### src/rtl/pllb_pkg.sv
package pllb_pkg;

    localparam int WORD_W   = 32;
    localparam int BE_W     = WORD_W / 8;
    localparam int LOCK_BIT = 31;
    localparam int LOSS_BIT = 30;
    localparam int PDN_BIT  = 12;

    localparam logic [WORD_W-1:0] LOCK_M = WORD_W'(1) << LOCK_BIT;
    localparam logic [WORD_W-1:0] LOSS_M = WORD_W'(1) << LOSS_BIT;
    localparam logic [WORD_W-1:0] CFG_M  = ~(LOCK_M | LOSS_M);

    // Base cold-reset configuration for slot idx; lock bit added on top.
    function automatic logic [WORD_W-1:0] cold_word(input int idx);
        logic [WORD_W-1:0] base;
        case (idx)
            0:       base = 32'h0022_2101;
            1:       base = 32'h0020_2101;
            2:       base = 32'h00C0_2105;
            3:       base = 32'h0122_8606;
            default: base = '0;
        endcase
        return base | LOCK_M;
    endfunction

    // Word stored after a write of wr over the current content cur.
    function automatic logic [WORD_W-1:0] merge_write(
        input logic [WORD_W-1:0] cur,
        input logic [WORD_W-1:0] wr
    );
        logic [WORD_W-1:0] res;
        res = wr & CFG_M;
        if (wr[PDN_BIT]) begin
            res = res | LOSS_M;
        end else begin
            res = res | LOCK_M;
            if (!wr[LOSS_BIT]) begin
                res = res | (cur & LOSS_M);
            end
        end
        return res;
    endfunction

    typedef struct packed {
        logic [WORD_W-1:0] word;
    } slot_state_t;

    typedef struct packed {
        logic [WORD_W-1:0] rdata;
    } rd_state_t;

endpackage

### src/rtl/pllb_decode.sv
module pllb_decode
    import pllb_pkg::*;
#(
    parameter int N_REG  = 4,
    parameter int ADDR_W = 6
) (
    input  logic [ADDR_W-1:0] addr_i,
    input  logic [BE_W-1:0]   be_i,
    output logic              ok_o,
    output logic [N_REG-1:0]  sel_o
);
    localparam int WIDX_W = ADDR_W - 2;

    logic [WIDX_W-1:0] widx;
    logic              aligned;
    logic              full_be;
    logic              in_range;

    always_comb begin
        widx     = addr_i[ADDR_W-1:2];
        aligned  = (addr_i[1:0] == 2'b00);
        full_be  = (be_i == {BE_W{1'b1}});
        in_range = (int'(widx) < N_REG);
        ok_o     = aligned && full_be && in_range;
        sel_o    = '0;
        for (int k = 0; k < N_REG; k++) begin
            sel_o[k] = ok_o && (int'(widx) == k);
        end
    end

    // at most one slot decoded for any address
    always_comb begin
        assert_sel_onehot_R7: assert ($onehot0(sel_o));
    end

endmodule

### src/rtl/pllb_slot.sv
module pllb_slot
    import pllb_pkg::*;
#(
    parameter logic [WORD_W-1:0] RST_VAL = '0
) (
    input  logic              clk_i,
    input  logic              rst_ni,
    input  logic              wr_i,
    input  logic [WORD_W-1:0] wdata_i,
    output logic [WORD_W-1:0] word_o
);
    slot_state_t st_d, st_q;

    always_comb begin
        st_d = st_q;
        if (wr_i) begin
            st_d.word = merge_write(st_q.word, wdata_i);
        end
    end

    always_ff @(posedge clk_i or negedge rst_ni) begin
        if (!rst_ni) begin
            st_q.word <= RST_VAL;
        end else begin
            st_q <= st_d;
        end
    end

    assign word_o = st_q.word;

    assert_pdn_unlock_R2: assert property (@(posedge clk_i) disable iff (!rst_ni)
        wr_i && wdata_i[PDN_BIT] |=> !word_o[LOCK_BIT] && word_o[LOSS_BIT]);

    assert_run_locked_R3: assert property (@(posedge clk_i) disable iff (!rst_ni)
        wr_i && !wdata_i[PDN_BIT] |=> word_o[LOCK_BIT]);

    assert_loss_clear_R4: assert property (@(posedge clk_i) disable iff (!rst_ni)
        wr_i && !wdata_i[PDN_BIT] && wdata_i[LOSS_BIT] |=> !word_o[LOSS_BIT]);

    assert_loss_keep_R5: assert property (@(posedge clk_i) disable iff (!rst_ni)
        wr_i && !wdata_i[PDN_BIT] && !wdata_i[LOSS_BIT]
        |=> word_o[LOSS_BIT] == $past(word_o[LOSS_BIT]));

    assert_cfg_verbatim_R6: assert property (@(posedge clk_i) disable iff (!rst_ni)
        wr_i |=> (word_o & CFG_M) == ($past(wdata_i) & CFG_M));

    assert_idle_stable_R7: assert property (@(posedge clk_i) disable iff (!rst_ni)
        !wr_i |=> $stable(word_o));

endmodule

### src/rtl/pll_cfg_bank.sv
module pll_cfg_bank
    import pllb_pkg::*;
#(
    parameter int N_REG  = 4,
    parameter int ADDR_W = 6
) (
    input  logic              clk_i,
    input  logic              rst_ni,
    input  logic              wr_en_i,
    input  logic              rd_en_i,
    input  logic [ADDR_W-1:0] addr_i,
    input  logic [BE_W-1:0]   be_i,
    input  logic [WORD_W-1:0] wdata_i,
    output logic [WORD_W-1:0] rdata_o
);
    logic                       acc_ok;
    logic [N_REG-1:0]           sel;
    logic [N_REG*WORD_W-1:0]    words_flat;
    logic [WORD_W-1:0]          rd_word;
    rd_state_t                  rd_d, rd_q;

    pllb_decode #(.N_REG(N_REG), .ADDR_W(ADDR_W)) u_dec (
        .addr_i (addr_i),
        .be_i   (be_i),
        .ok_o   (acc_ok),
        .sel_o  (sel)
    );

    for (genvar k = 0; k < N_REG; k++) begin : g_slot
        pllb_slot #(.RST_VAL(cold_word(k))) u_slot (
            .clk_i   (clk_i),
            .rst_ni  (rst_ni),
            .wr_i    (wr_en_i && sel[k]),
            .wdata_i (wdata_i),
            .word_o  (words_flat[k*WORD_W +: WORD_W])
        );
    end

    always_comb begin
        rd_word = '0;
        for (int k = 0; k < N_REG; k++) begin
            if (sel[k]) begin
                rd_word = rd_word | words_flat[k*WORD_W +: WORD_W];
            end
        end
        rd_d = rd_q;
        if (rd_en_i) begin
            rd_d.rdata = acc_ok ? rd_word : '0;
        end
    end

    always_ff @(posedge clk_i or negedge rst_ni) begin
        if (!rst_ni) begin
            rd_q.rdata <= '0;
        end else begin
            rd_q <= rd_d;
        end
    end

    assign rdata_o = rd_q.rdata;

    // rejected write leaves every slot untouched
    assert_bad_wr_ignored_R8: assert property (@(posedge clk_i) disable iff (!rst_ni)
        wr_en_i && !acc_ok |=> $stable(words_flat));

    // rejected read returns zero
    assert_bad_rd_zero_R8: assert property (@(posedge clk_i) disable iff (!rst_ni)
        rd_en_i && !acc_ok |=> rdata_o == '0);

    // read data holds without a read strobe
    assert_rd_hold_R9: assert property (@(posedge clk_i) disable iff (!rst_ni)
        !rd_en_i |=> $stable(rdata_o));

endmodule

### config.mk
export PLATFORM = sky130hd
export DESIGN_NAME = pll_cfg_bank
export DESIGN_NICKNAME = d
export VERILOG_FILES = /design/src/rtl/pllb_pkg.sv /design/src/rtl/pllb_decode.sv /design/src/rtl/pllb_slot.sv /design/src/rtl/pll_cfg_bank.sv
export SDC_FILE = /design/constraint.sdc
export NUM_CORES = 1
export LEC_CHECK = 0
export ABC_AREA = 0
export BUFFER_PORTS_ARGS = -buffer_cell sky130_fd_sc_hd__buf_4
export CAP_MARGIN = 40
export CORE_MARGIN = 5
export CORE_UTILIZATION = 58
export DETAILED_ROUTE_END_ITERATION = 8
export GPL_TIMING_DRIVEN = 0
export PLACE_DENSITY = 0.9
export SYNTH_ARGS = -nofsm -noshare
export SYNTH_HDL_FRONTEND = slang
export SYNTH_SLANG_ARGS = --single-unit
### constraint.sdc
create_clock -name clk_i -period 1.2 [get_ports clk_i]
set_input_delay 0.18 -clock clk_i [delete_from_list [all_inputs] [get_ports clk_i]]
set_output_delay 0.18 -clock clk_i [all_outputs]
set_load 0.01 [all_outputs]
==> impl_metrics.json <==
{
  "grt_max_degree": 91,
  "post_synth_instance_area_um2": 7060,
  "cts.hold.buffers_added": 1,
  "htreeDepth": 4,
  "violations": "hold timing, setup timing",
  "relative_slew_slack_pct": 46.2,
  "place_hpwl_um": 10100,
  "critical_path_at_ps": 1750,
  "groute.usage.overall_pct": 26.3,
  "area_grow_syn2layout_pct": 33.6,
  "cp-start-kind": "primary input",
  "fmax_mhz": 695,
  "count_of_port_buffers_added_during_placement": 74,
  "leakagePower_nw": 4.43,
  "timing.final.hold_violations": 68,
  "final_max_slew_viol_count": 0,
  "detailroute.via_count": 4534,
  "synth_enable_flop_cells": 0,
  "cp.required_ps": 1510,
  "ctsLongestPathBuffers": 2,
  "dr.pass1.iters": 5,
  "routabilityCongestion": 0.797,
  "drtIter0Drc": 327,
  "clk_latency_ps": 430,
  "synthesis.area_per_instance_um2": 15.1,
  "diodes": 0,
  "detail_route.wirelength_um": 18700,
  "die_height_um": 120,
  "holdCritPathClass": "primary input to async pin",
  "fp.coreArea_um2": 12000,
  "synth_ff_type": "sky130_fd_sc_hd__dfrtp_1",
  "final.fill_count": 603,
  "synth_seq_area_share_pct": 57.2,
  "power_per_cell_area_nw_per_um2": 1250,
  "placed_cells": 690,
  "antenna_violations_before_repair": 0,
  "fin_crit_ps": 1440,
  "rows": 40,
  "final.setup.worst_slack_ps": -238,
  "synth.ff_latch_count": 160,
  "setup_repair_after_global_routing_missed_its_margin": "yes",
  "path_clk_slew_ps": 70,
  "path_class": "primary input to flip-flop",
  "avg_vias_per_cell": 6.02,
  "starting_density_of_the_core_pct": 59.0,
  "postRouteAntennaNets": 0,
  "cts_num_sinks": 160,
  "ios": 78,
  "finalClockSkew_ps": 7.94,
  "p_total_w": 0.0118,
  "synthArstFlopShare_pct": 100,
  "timing.critical_path.fanout_max": 10,
  "drt_drc_violations_left": 0,
  "post-synth-top-area-cell": "sky130_fd_sc_hd__dfrtp_1",
  "max_slew.worst_pin.slew_ps": 807,
  "endpoints_failing_setup": 124,
  "instances_no_fill": 753,
  "net_count_after_synthesis": 514,
  "type_of_element_capturing_the_critical_path": "flip-flop",
  "holdWs_ps": -191,
  "timing.final.crit_share_pct": 120,
  "vdd.ir_drop.worst_mv": 1.39,
  "grt_first_pass_wirelength_um": 28900,
  "synth.top_cells.by_area": "sky130_fd_sc_hd__dfrtp_1, sky130_fd_sc_hd__mux2_2, sky130_fd_sc_hd__mux4_2",
  "top_area_cell_type_share_of_the_netlist_area_pct": 47.1,
  "design.final.nets": 639,
  "grt.overflow.total": 0,
  "tritoncts_clock_tree": "done",
  "die_area_um2": 14500,
  "max-cap-violations": 0,
  "synthCells": 468,
  "final_layout_size_suffix_gt1_share_pct": 58.9,
  "clk_root_buffer_cell": "sky130_fd_sc_hd__clkbuf_16",
  "die_w_um": 120,
  "cts_inserted_buffers": 17,
  "run_status": "finished, violations left",
  "ys_types": 26,
  "yosysWarnings": 0,
  "first_global_vias": 5058,
  "route.detailed.wl_per_inst_um": 24.8
}
## kinds of logic after synthesis
family          count (synthesis)  share of synthesized area [%]
compound gates                 39                           3.54
flops                         160                           57.2
mux                           156                           31.5
buf+inv                        96                           5.81
simple gates                   17                           1.95
## repair_timing
item	in CTS	in global routing
gates cloned	6	3
pin swaps	2	6
setup buffers	18	10
endpoints found under the hold margin	69	68
resized for setup	106	31
endpoints found under the setup margin	143	151
## layout make-up
| class | instances | area [um^2] | share of cell area, % |
|---|---|---|---|
| buffer | 27 | 312 | 3.30 |
| tap | 147 | 184 | 1.95 |
| timing repair buffer | 109 | 1110 | 11.8 |
| multi-input combinational | 212 | 2960 | 31.3 |
| sequential | 160 | 4040 | 42.8 |
| clock buffer | 20 | 447 | 4.73 |
| inverter | 66 | 248 | 2.62 |
| clock inverter | 12 | 143 | 1.51 |
## placed cells by master (no fill, tap or decap), drive strengths merged
| cell type | instances |
|---|---|
| a22o | 1 |
| buf | 126 |
| bufinv | 3 |
| clkbuf | 29 |
| clkinv | 6 |
| clkinvlp | 3 |
| dfrtp | 133 |
| dfstp | 27 |
| dlygate4sd3 | 1 |
| inv | 66 |
| mux2 | 124 |
| mux4 | 32 |
| nand2 | 2 |
| nand2b | 2 |
| nand3 | 1 |
| nand4 | 2 |
| nand4bb | 2 |
| nor2b | 1 |
| nor4 | 2 |
| nor4bb | 2 |
| o21ai | 3 |
| o22ai | 32 |
| o41ai | 3 |
| or4 | 3 |
## worst paths after layout
kind                       slack [ps]                        start                           to  cells after the start
setup / recovery                 -240                    addr_i[4]   g_slot[3].u_slot.word_o[5]                      6
hold / removal                   -190                       rst_ni  g_slot[1].u_slot.word_o[20]                      1
setup reg to reg                   10  g_slot[1].u_slot.word_o[20]                  rdata_o[20]                      3
hold reg to reg                   500   g_slot[2].u_slot.word_o[6]   g_slot[2].u_slot.word_o[6]                      1
max in group asynchronous         550                       rst_ni   g_slot[3].u_slot.word_o[1]                      2
min in group clk_i                 10                   wdata_i[2]   g_slot[0].u_slot.word_o[2]                      2
## Yosys cell counts (3+ instances only)
cell / number
sky130_fd_sc_hd__buf_1: 6
sky130_fd_sc_hd__inv_1: 66
sky130_fd_sc_hd__o21ai_0: 3
sky130_fd_sc_hd__dfrtp_1: 133
sky130_fd_sc_hd__buf_2: 13
sky130_fd_sc_hd__dfstp_2: 27
sky130_fd_sc_hd__clkbuf_1: 7
sky130_fd_sc_hd__mux2_2: 93
sky130_fd_sc_hd__mux2_4: 29
sky130_fd_sc_hd__o41ai_1: 3
sky130_fd_sc_hd__o22ai_1: 32
sky130_fd_sc_hd__mux4_2: 32
sky130_fd_sc_hd__buf_6: 3
## sequential cells by signal (all words and copies together) (netlist names)
name and flops:
g_slot.u_slot.word_o 128, rdata_o 32
## metal layers
metal / global-route usage [%] / routed length (um)
met5: 0 / 0
met4: 10.6 / 437
met3: 5.71 / 951
met2: 43.4 / 9680
met1: 34.3 / 7580
## through the flow
step | area (um^2) | utilization (%) | setup WS [ps] | setup TNS [ps] | hold slack, ps
final | 9440 | 78.9 | -238 | -16310 | -191
after global routing | 9440 | 78.9 | -252 | -21120 | -124
after CTS | 9290 | 77.7 | -212 | -9760 | -144
after detailed placement | 7940 | 66.4 | -889 | -102690 | 304
after global placement | 7910 | 66.2 | -931 | -203250 | 428
after floorplan | 7170 | - | -501 | -40860 | -116
## power by group
group          leakage, nW  internal (W)  switching, W  total [W]
registers             2.13       0.00547     0.0000405    0.00551
logic                 2.01      0.000323      0.000358   0.000681
clock network        0.285       0.00330       0.00226    0.00556
## worst max-delay path: stages
cell and delay (ps):
sky130_fd_sc_hd__buf_8 90, sky130_fd_sc_hd__nand4bb_4 230, sky130_fd_sc_hd__buf_6 160, sky130_fd_sc_hd__or4_4 580
sky130_fd_sc_hd__buf_8 190, sky130_fd_sc_hd__mux2_4 310
Power figures use the tool's default switching activity.
